**config.mk**
```make
export PLATFORM = sky130hd
export DESIGN_NAME = spi_window_wdt
export DESIGN_NICKNAME = d
export VERILOG_FILES = /design/src/rtl/wdt_pkg.sv /design/src/rtl/wdt_svc_qual.sv /design/src/rtl/wdt_tick_cnt.sv /design/src/rtl/wdt_phase_fsm.sv /design/src/rtl/spi_window_wdt.sv
export SDC_FILE = /design/constraint.sdc
export NUM_CORES = 1
export LEC_CHECK = 0
export CORE_MARGIN = 2
export CORE_UTILIZATION = 45
export DETAILED_ROUTE_END_ITERATION = 10
export PLACE_DENSITY = 0.72
export SLEW_MARGIN = 20
export SYNTH_ARGS = -nofsm -noshare
export SYNTH_HDL_FRONTEND = slang
export SYNTH_SLANG_ARGS = --single-unit
```
**constraint.sdc**
```tcl
create_clock -name clk_i -period 5.7 [get_ports clk_i]
set_input_delay 0.855 -clock clk_i [delete_from_list [all_inputs] [get_ports clk_i]]
set_output_delay 0.855 -clock clk_i [all_outputs]
set_load 0.01 [all_outputs]
```
**src/rtl/wdt_pkg.sv**
```systemverilog
package wdt_pkg;
  typedef enum logic [1:0] {
    PH_CLOSED = 2'd0,
    PH_OPEN   = 2'd1,
    PH_LONG   = 2'd2,
    PH_RESET  = 2'd3
  } phase_e;
endpackage

```
**src/rtl/wdt_svc_qual.sv**
```systemverilog
module wdt_svc_qual (
  input  logic svc_bit_i,
  input  logic cs_rise_i,
  output logic svc_o
);
  // service commits only at frame end
  assign svc_o = cs_rise_i & svc_bit_i;
endmodule

```
**src/rtl/wdt_tick_cnt.sv**
```systemverilog
module wdt_tick_cnt #(
  parameter int CW = 8
) (
  input  logic          clk_i,
  input  logic          rst_ni,
  input  logic          clr_i,
  input  logic          tick_i,
  input  logic [CW-1:0] limit_i,
  output logic          last_o
);
  logic [CW-1:0] cnt_q;

  always_ff @(posedge clk_i or negedge rst_ni) begin
    if (!rst_ni)     cnt_q <= '0;
    else if (clr_i)  cnt_q <= '0;
    else if (tick_i) cnt_q <= cnt_q + CW'(1);
  end

  assign last_o = (cnt_q == limit_i - CW'(1));

  AST_CNT_IN_WINDOW: assert property (@(posedge clk_i) disable iff (!rst_ni)
    cnt_q < limit_i);
endmodule

```
**src/rtl/wdt_phase_fsm.sv**
```systemverilog
module wdt_phase_fsm
  import wdt_pkg::*;
(
  input  logic   clk_i,
  input  logic   rst_ni,
  input  logic   svc_i,
  input  logic   long_req_i,
  input  logic   tick_i,
  input  logic   last_i,
  output phase_e phase_o,
  output logic   clr_o
);
  phase_e ph_q, ph_d;

  always_comb begin
    ph_d = ph_q;
    if (ph_q == PH_RESET) begin
      if (tick_i && last_i) ph_d = PH_LONG;
    end else if (svc_i) begin
      ph_d = (ph_q == PH_CLOSED) ? PH_RESET : PH_CLOSED;
    end else if (long_req_i) begin
      ph_d = PH_LONG;
    end else if (tick_i && last_i) begin
      ph_d = (ph_q == PH_CLOSED) ? PH_OPEN : PH_RESET;
    end
  end

  // restart count on any phase change or wake
  assign clr_o = (ph_d != ph_q) || (ph_q != PH_RESET && !svc_i && long_req_i);

  always_ff @(posedge clk_i or negedge rst_ni) begin
    if (!rst_ni) ph_q <= PH_LONG;
    else         ph_q <= ph_d;
  end

  assign phase_o = ph_q;

  AST_EARLY_SVC_RESETS: assert property (@(posedge clk_i) disable iff (!rst_ni)
    (ph_q == PH_CLOSED && svc_i) |=> (ph_q == PH_RESET));
  AST_GOOD_SVC_CLOSES: assert property (@(posedge clk_i) disable iff (!rst_ni)
    ((ph_q == PH_OPEN || ph_q == PH_LONG) && svc_i) |=> (ph_q == PH_CLOSED));
  AST_PULSE_HOLDS: assert property (@(posedge clk_i) disable iff (!rst_ni)
    (ph_q == PH_RESET && !(tick_i && last_i)) |=> (ph_q == PH_RESET));
  AST_IDLE_STABLE: assert property (@(posedge clk_i) disable iff (!rst_ni)
    (!svc_i && !long_req_i && !tick_i) |=> $stable(ph_q));
  AST_WAKE_LONG: assert property (@(posedge clk_i) disable iff (!rst_ni)
    (ph_q != PH_RESET && !svc_i && long_req_i) |=> (ph_q == PH_LONG));
endmodule

```
**src/rtl/spi_window_wdt.sv**
```systemverilog
module spi_window_wdt
  import wdt_pkg::*;
#(
  parameter int CLOSED_TICKS = 13,
  parameter int OPEN_TICKS   = 20,
  parameter int LONG_TICKS   = 128,
  parameter int PULSE_TICKS  = 8
) (
  input  logic       clk_i,
  input  logic       rst_ni,
  input  logic       tick_i,
  input  logic       svc_bit_i,
  input  logic       cs_rise_i,
  input  logic       long_req_i,
  output logic       wdt_rst_o,
  output logic [1:0] phase_o
);
  localparam int MAX_A = (CLOSED_TICKS > OPEN_TICKS) ? CLOSED_TICKS : OPEN_TICKS;
  localparam int MAX_B = (LONG_TICKS > PULSE_TICKS) ? LONG_TICKS : PULSE_TICKS;
  localparam int MAX_T = (MAX_A > MAX_B) ? MAX_A : MAX_B;
  localparam int CW    = $clog2(MAX_T + 1);

  logic          svc, clr, last;
  phase_e        ph;
  logic [CW-1:0] limit;

  wdt_svc_qual u_qual (
    .svc_bit_i (svc_bit_i),
    .cs_rise_i (cs_rise_i),
    .svc_o     (svc)
  );

  always_comb begin
    unique case (ph)
      PH_CLOSED: limit = CW'(CLOSED_TICKS);
      PH_OPEN:   limit = CW'(OPEN_TICKS);
      PH_LONG:   limit = CW'(LONG_TICKS);
      default:   limit = CW'(PULSE_TICKS);
    endcase
  end

  wdt_tick_cnt #(.CW(CW)) u_cnt (
    .clk_i   (clk_i),
    .rst_ni  (rst_ni),
    .clr_i   (clr),
    .tick_i  (tick_i),
    .limit_i (limit),
    .last_o  (last)
  );

  wdt_phase_fsm u_fsm (
    .clk_i      (clk_i),
    .rst_ni     (rst_ni),
    .svc_i      (svc),
    .long_req_i (long_req_i),
    .tick_i     (tick_i),
    .last_i     (last),
    .phase_o    (ph),
    .clr_o      (clr)
  );

  assign phase_o   = ph;
  assign wdt_rst_o = (ph == PH_RESET);

  AST_PULSE_ENDS_LONG: assert property (@(posedge clk_i) disable iff (!rst_ni)
    $fell(wdt_rst_o) |-> (phase_o == 2'd2));
endmodule

```
Word level (Yosys, flattened, before mapping)

Index checks and enable logic that the tools add are counted.

Add/sub/neg operators: 2
Equal/unequal tests: 6
Muxes and demuxes: 10
Bitwise logic cells: 1
Reductions and logical operators: 7

Operators with widths:

| operator                                         | number |
|---|---|
| one-hot mux 8 bit (3 select lines)               | 1 |
| two-way mux 8 bit                                | 2 |
| two-way mux 2 bit                                | 7 |
| adder 8 x 1 -> 8 bit, second input constant      | 1 |
| == test 8 bit                                    | 1 |
| subtractor 8 x 1 -> 8 bit, second input constant | 1 |
| == test 2 bit, second input constant             | 2 |
| logical AND 1 bit                                | 3 |
| == test 2 x 1 -> 1 bit, second input constant    | 1 |
| logical NOT 2 bit                                | 1 |
| inequality test 2 bit                            | 1 |
| inequality test 2 bit, second input constant     | 1 |
| nonzero test 2 bit                               | 1 |
| bitwise AND 1 bit                                | 1 |
| logical NOT 1 bit                                | 1 |
| logical OR 1 bit                                 | 1 |

Register bits after elaboration: 10
Input bits: 6
Output and inout bits: 3
Word-level logic and storage cells: 28

Longest topological paths before layout

Depth in word-level cells: 12
Depth in mapped cells: 7
Gate-level depth less buffers: 6

Hierarchy

A second synthesis with hierarchy kept.

Cells, all modules: 98
Area, all modules: 867.1 µm²

By module, submodules not included:

| module         | instances | cells each | area an instance (µm²) | sequential area each (µm²) |
|---|---|---|---|---|
| wdt_tick_cnt   | 1         | 70         | 633.1                  | 200.2 |
| wdt_phase_fsm  | 1         | 16         | 127.6                  | 51.3 |
| spi_window_wdt | 1         | 11         | 100.1                  | 0.0 |
| wdt_svc_qual   | 1         | 1          | 6.3                    | 0.0 |

Worst setup path after synthesis

Ideal clock, no wire load.

Path type: register -> register
From: reg u_fsm.ph_q[0], in the netlist u_fsm.phase_o[0]
To: reg u_cnt.cnt_q[0]
Library setup time: 0.122 ns
Data arrival time: 1.983 ns
Required time: 5.578 ns
Path slack: 3.595 ns
Cell stages (with the launch flop): 7
Buffers on the path: 0
Clock period less this slack: 2.105 ns
Path through: dfrtp_1 inv_1 ha_1 xor2_1 mux2i_1 a211oi_2 a2111oi_1

Cells in the longest elaborated chain, start to end: 12
Elaborated cells between the ends (all ways): 22
Those cells by class: add/sub (1); eq/ne (6); mux (9); reduce/logical (6)

Ends and longest elaborated chain:

| what                                                           | RTL line                                 | source |
|---|---|---|
| start, declared                                                | wdt_phase_fsm.sv:13                      | `phase_e ph_q, ph_d;` |
| start signal, assigned                                         | wdt_phase_fsm.sv:33                      | `else ph_q <= ph_d;` |
| == test 2 bit, or another cell as far along                    | spi_window_wdt.sv:34                     | `unique case (ph)` |
| one-hot mux 8 bit (3 select lines)                             | spi_window_wdt.sv:34                     |  |
| subtractor 8 x 1 -> 8 bit                                      | wdt_tick_cnt.sv:19                       | `assign last_o = (cnt_q == limit_i - CW'(1));` |
| == test 8 bit                                                  | wdt_tick_cnt.sv:19                       |  |
| logical AND 1 bit                                              | wdt_phase_fsm.sv:18, wdt_phase_fsm.sv:23 |  |
| two-way mux 2 bit                                              | wdt_phase_fsm.sv:23                      | `end else if (tick_i && last_i) begin` |
| two-way mux 2 bit                                              | wdt_phase_fsm.sv:21                      | `end else if (long_req_i) begin` |
| two-way mux 2 bit                                              | wdt_phase_fsm.sv:19                      | `end else if (svc_i) begin` |
| two-way mux 2 bit                                              | wdt_phase_fsm.sv:17                      | `if (ph_q == PH_RESET) begin` |
| inequality test 2 bit                                          | wdt_phase_fsm.sv:29                      | `assign clr_o = (ph_d != ph_q) \|\| (ph_q != PH_RESET && !svc_i && long_req_i);` |
| logical OR 1 bit *                                             | wdt_phase_fsm.sv:29                      |  |
| two-way mux 8 bit / nonzero test 2 bit (equally long branches) | --                                       |  |
| end signal, assigned                                           | wdt_tick_cnt.sv:16                       | `else if (tick_i) cnt_q <= cnt_q + CW'(1);` |
| end, declared                                                  | wdt_tick_cnt.sv:11                       | `logic [CW-1:0] cnt_q;` |

Every way passes the cells marked *; elsewhere a longest branch is shown, timed or not.
A chain may end at the register's enable or synchronous reset.

Worst setup path after layout

From: reg u_fsm.ph_q[1], in the netlist u_fsm.phase_o[1]
To: out wdt_rst_o

Cells in the longest elaborated chain, start to end: 1

Ends and longest elaborated chain:

| what          | RTL line             | source |
|---|---|---|
| == test 2 bit | spi_window_wdt.sv:63 | `assign wdt_rst_o = (ph == PH_RESET);` |
| end, declared | spi_window_wdt.sv:15 | `output logic wdt_rst_o,` |

No other way between the ends.

==> results.toml <==
[timing]
finalCriticalPeriod_ps = 2780
worst_slew_margin_rel_pct = 58.8
worst_pin_slew_ps = 600
rsz0062_at_grt = "no"
setup_tns_after_final_layout_ps = 0
layout_worst_path_cycle_share_pct = 48.8
finalClockSkew_ps = 7.89
final_max_slew_viol_count = 0
timing_hold_violations_final = 0
achievable-frequency_mhz = 360
total_of_endpoints_with_negative_setup_slack_in_the_final_report = 0

[critical_path]
path_class = "reg2out"
worst_setup_path_start_kind = "flip-flop"
path_buf_inv = 1
cpMaxStageDelayCell = "dfstp_2"
crit_arrival_ps = 1930
path_max_fanout = 11
cp_slowest_stage_delay_ps = 640
crit_path_cell_chain = "ha_1, clkdlybuf4s50_1"
timing.critical_path.to_type = "output port"
critical_path.top_delay_family = "flip-flops"
cp.required_ps = 4850

[floorplan]
design.die.area_mm2 = 0.00227
placementRows = 15
die_height_um = 47.6
die_width_um = 47.6
io_pins = 9
start_util_pct = 48.5
floorplan.core_area_mm2 = 0.00176

[synth]
synth_ff_type = "dfrtp_1"
synth_area_leaders = "dfrtp_1 (26%), ha_1 (8.8%), xor2_1 (6.1%)"
count_of_cell_types_in_the_netlist = 39
synthArstFlopShare_pct = 100
syn_inst = 86
mappedNetlistNets = 98
yosysTopAreaCell = "dfrtp_1"
syn_area_per_cell_um2 = 9.95
ys_seq_area_share_pct = 29.4
number_of_enable_type_register_cells_in_the_synthesized_netlist = 0
synth-seq-cells = 10
yosysWarningCount = 0
synth.cell_area_um2 = 856
synthDominantCellAreaShare_pct = 26.3

[run_status]
status = "finished clean"

[clocking]
cts_tree = "done"
cts.repair.resized = 0
clk_transition_reported_paths_ps = 70
cts_setup_buffers = 0
clock_latency_ps = 270
cts_hold_buf = 0
cts_max_path_buffers = 2
numClockSinks = 10
cts_inserted_buffers = 3
cts.htree.levels = 1
ctsRootBufferMaster = "clkbuf_4"

[power]
powerDensity_mw_per_mm2 = 239
switching_power_w = 0.0000826
irDropWorstVdd_mv = 0.168
clkPwrFrac_pct = 27.0
design_power_total_w = 0.000237
seq_power_share_pct = 38.1
p_comb_share_pct = 34.9
netSwitchingFraction_pct = 34.9
total_leakage_power_nw = 0.404
p_int_w = 0.000154

[detailed_routing]
routed_via_density = 5.80
dr.max_layer_used = "met4"
met3_length_um = 79
finalWirelength_um = 1730
drt_drc_violations_left = 0
first_iter_violations = 16
avgRoutedWirePerCell_um = 14.3
dr.pass1.iters = 3
dr_total_vias = 702
met1Wirelength_um = 810
drtAntennaViolNets = 0
detailroute.wirelength.met2_um = 809

[finish]
insertedDiodeCount = 0
layout-drive-gt1-share_pct = 15.6
nNetsFinal = 109
synthToLayoutAreaGrowth_pct = 15.9
final_cell_area_um2 = 992
number_of_filler_cells_placed_in_the_layout = 170
finish.cell_count_without_fillers = 121

[grt]
gr-usage-all-layers_pct = 19.3
global_route.overflow_total = 0
grt_pass1_wl_um = 3040
number_of_global_route_vias_before_repair = 672
pin_count_of_the_biggest_net_entering_global_routing = 12
antenna_found_initial = 0

[placement]
placed_inst_area_um2 = 956
place.gp.congestion = 0.774
hpwlAfterDp_um = 1320
number_of_port_buffers = 8
placed_cells = 117

[run]
max_cap_viol_count = 0

[worst_hold_path]
hold_path_class = "reg2reg"
power by group through the flow:
stage	sequential, W	combinational, W	clock, W
finish	0.0000904	0.0000826	0.0000641
detailed placement	0.0000920	0.0000823	0
floorplan	0.0000901	0.0000602	0
global route	0.0000921	0.0000926	0.0000691
global placement	0.0000915	0.0000801	0
CTS	0.0000906	0.0000828	0.0000663
Yosys cell counts (2+ instances only):
master	count
dfrtp_1	9
nand2_1	8
ha_1	6
xor2_1	6
a2111oi_1	5
inv_1	5
nor2_1	4
xnor2_1	4
a211oi_1	3
nand4_1	3
o32a_1	3
and3_1	2
nor3_1	2
logic make-up after synthesis:
group           after synthesis  synth area share (%)
flops                        10                  29.4
mux                           2                  2.49
xor+xnor                     10                  10.2
compound gates               23                  25.1
simple gates                 28                  20.5
fa+ha+maj                     6                  8.77
buf+inv                       7                  3.51
tightest hold or removal path, stage by stage (launching register included):
cell	delay, ps
dfrtp_1	400
xnor2_1	130
a2111oi_1	50
sequential cells by signal, indices dropped and copies added, names as in the netlist:
name / flops
u_fsm.phase_o: 2
u_cnt.cnt_q: 8
per-layer routing:
layer | vias to the layer above | GRT usage [%]
met4 | 0 | 7.03
met1 | 333 | 26.6
met2 | 12 | 28.4
met3 | 4 | 6.04
li1 | 353 | -
met5 | - | 0
path summary, 6_finish.rpt:
| check | from | endpoint | slack, ps | cells past startpoint |
|---|---|---|---|---|
| max | u_fsm.phase_o[1] | wdt_rst_o | 2920 | 2 |
| min | u_cnt.cnt_q[6] | u_cnt.cnt_q[6] | 620 | 2 |
| max in group asynchronous | rst_ni | u_fsm.phase_o[1] | 4450 | 1 |
| max reg2reg | u_fsm.phase_o[0] | u_cnt.cnt_q[6] | 3260 | 6 |
| min reg2reg | u_cnt.cnt_q[6] | u_cnt.cnt_q[6] | 620 | 2 |
| min in group asynchronous | rst_ni | u_cnt.cnt_q[1] | 910 | 1 |
stage by stage:
step                      hold WS [ps]  util [%]  setup WS, ps
after floorplan                    559         -          3600
after global placement             602      54.2          3040
after detailed placement           615      54.2          2990
after CTS                          624      56.2          2920
after global routing               703      56.2          2810
final                              618      56.2          2920
area by class of cell:
class                   instances  area [um^2]  share of cell area [%]
multi-input cells              69          574                    57.9
flip-flops and latches         10          251                    25.3
repair buffers                  8         80.1                    8.07
clock buffers                   4         36.3                    3.66
well taps                      25         31.3                    3.15
inverters                       5         18.8                    1.89
layout by cell type (no fill, tap or decap), drive strengths merged, types with 2 or more instances in the layout:
cell / instances
a2111oi: 6
a211oi: 4
xor2: 6
clkbuf: 4
xnor2: 4
nor2: 4
nand2: 8
and3: 2
nand4: 4
o32a: 3
dfrtp: 9
a21oi: 2
ha: 6
inv: 5
clkdlybuf4s50: 8
nor3: 3
No activity file was read; power rests on OpenSTA's default activity.
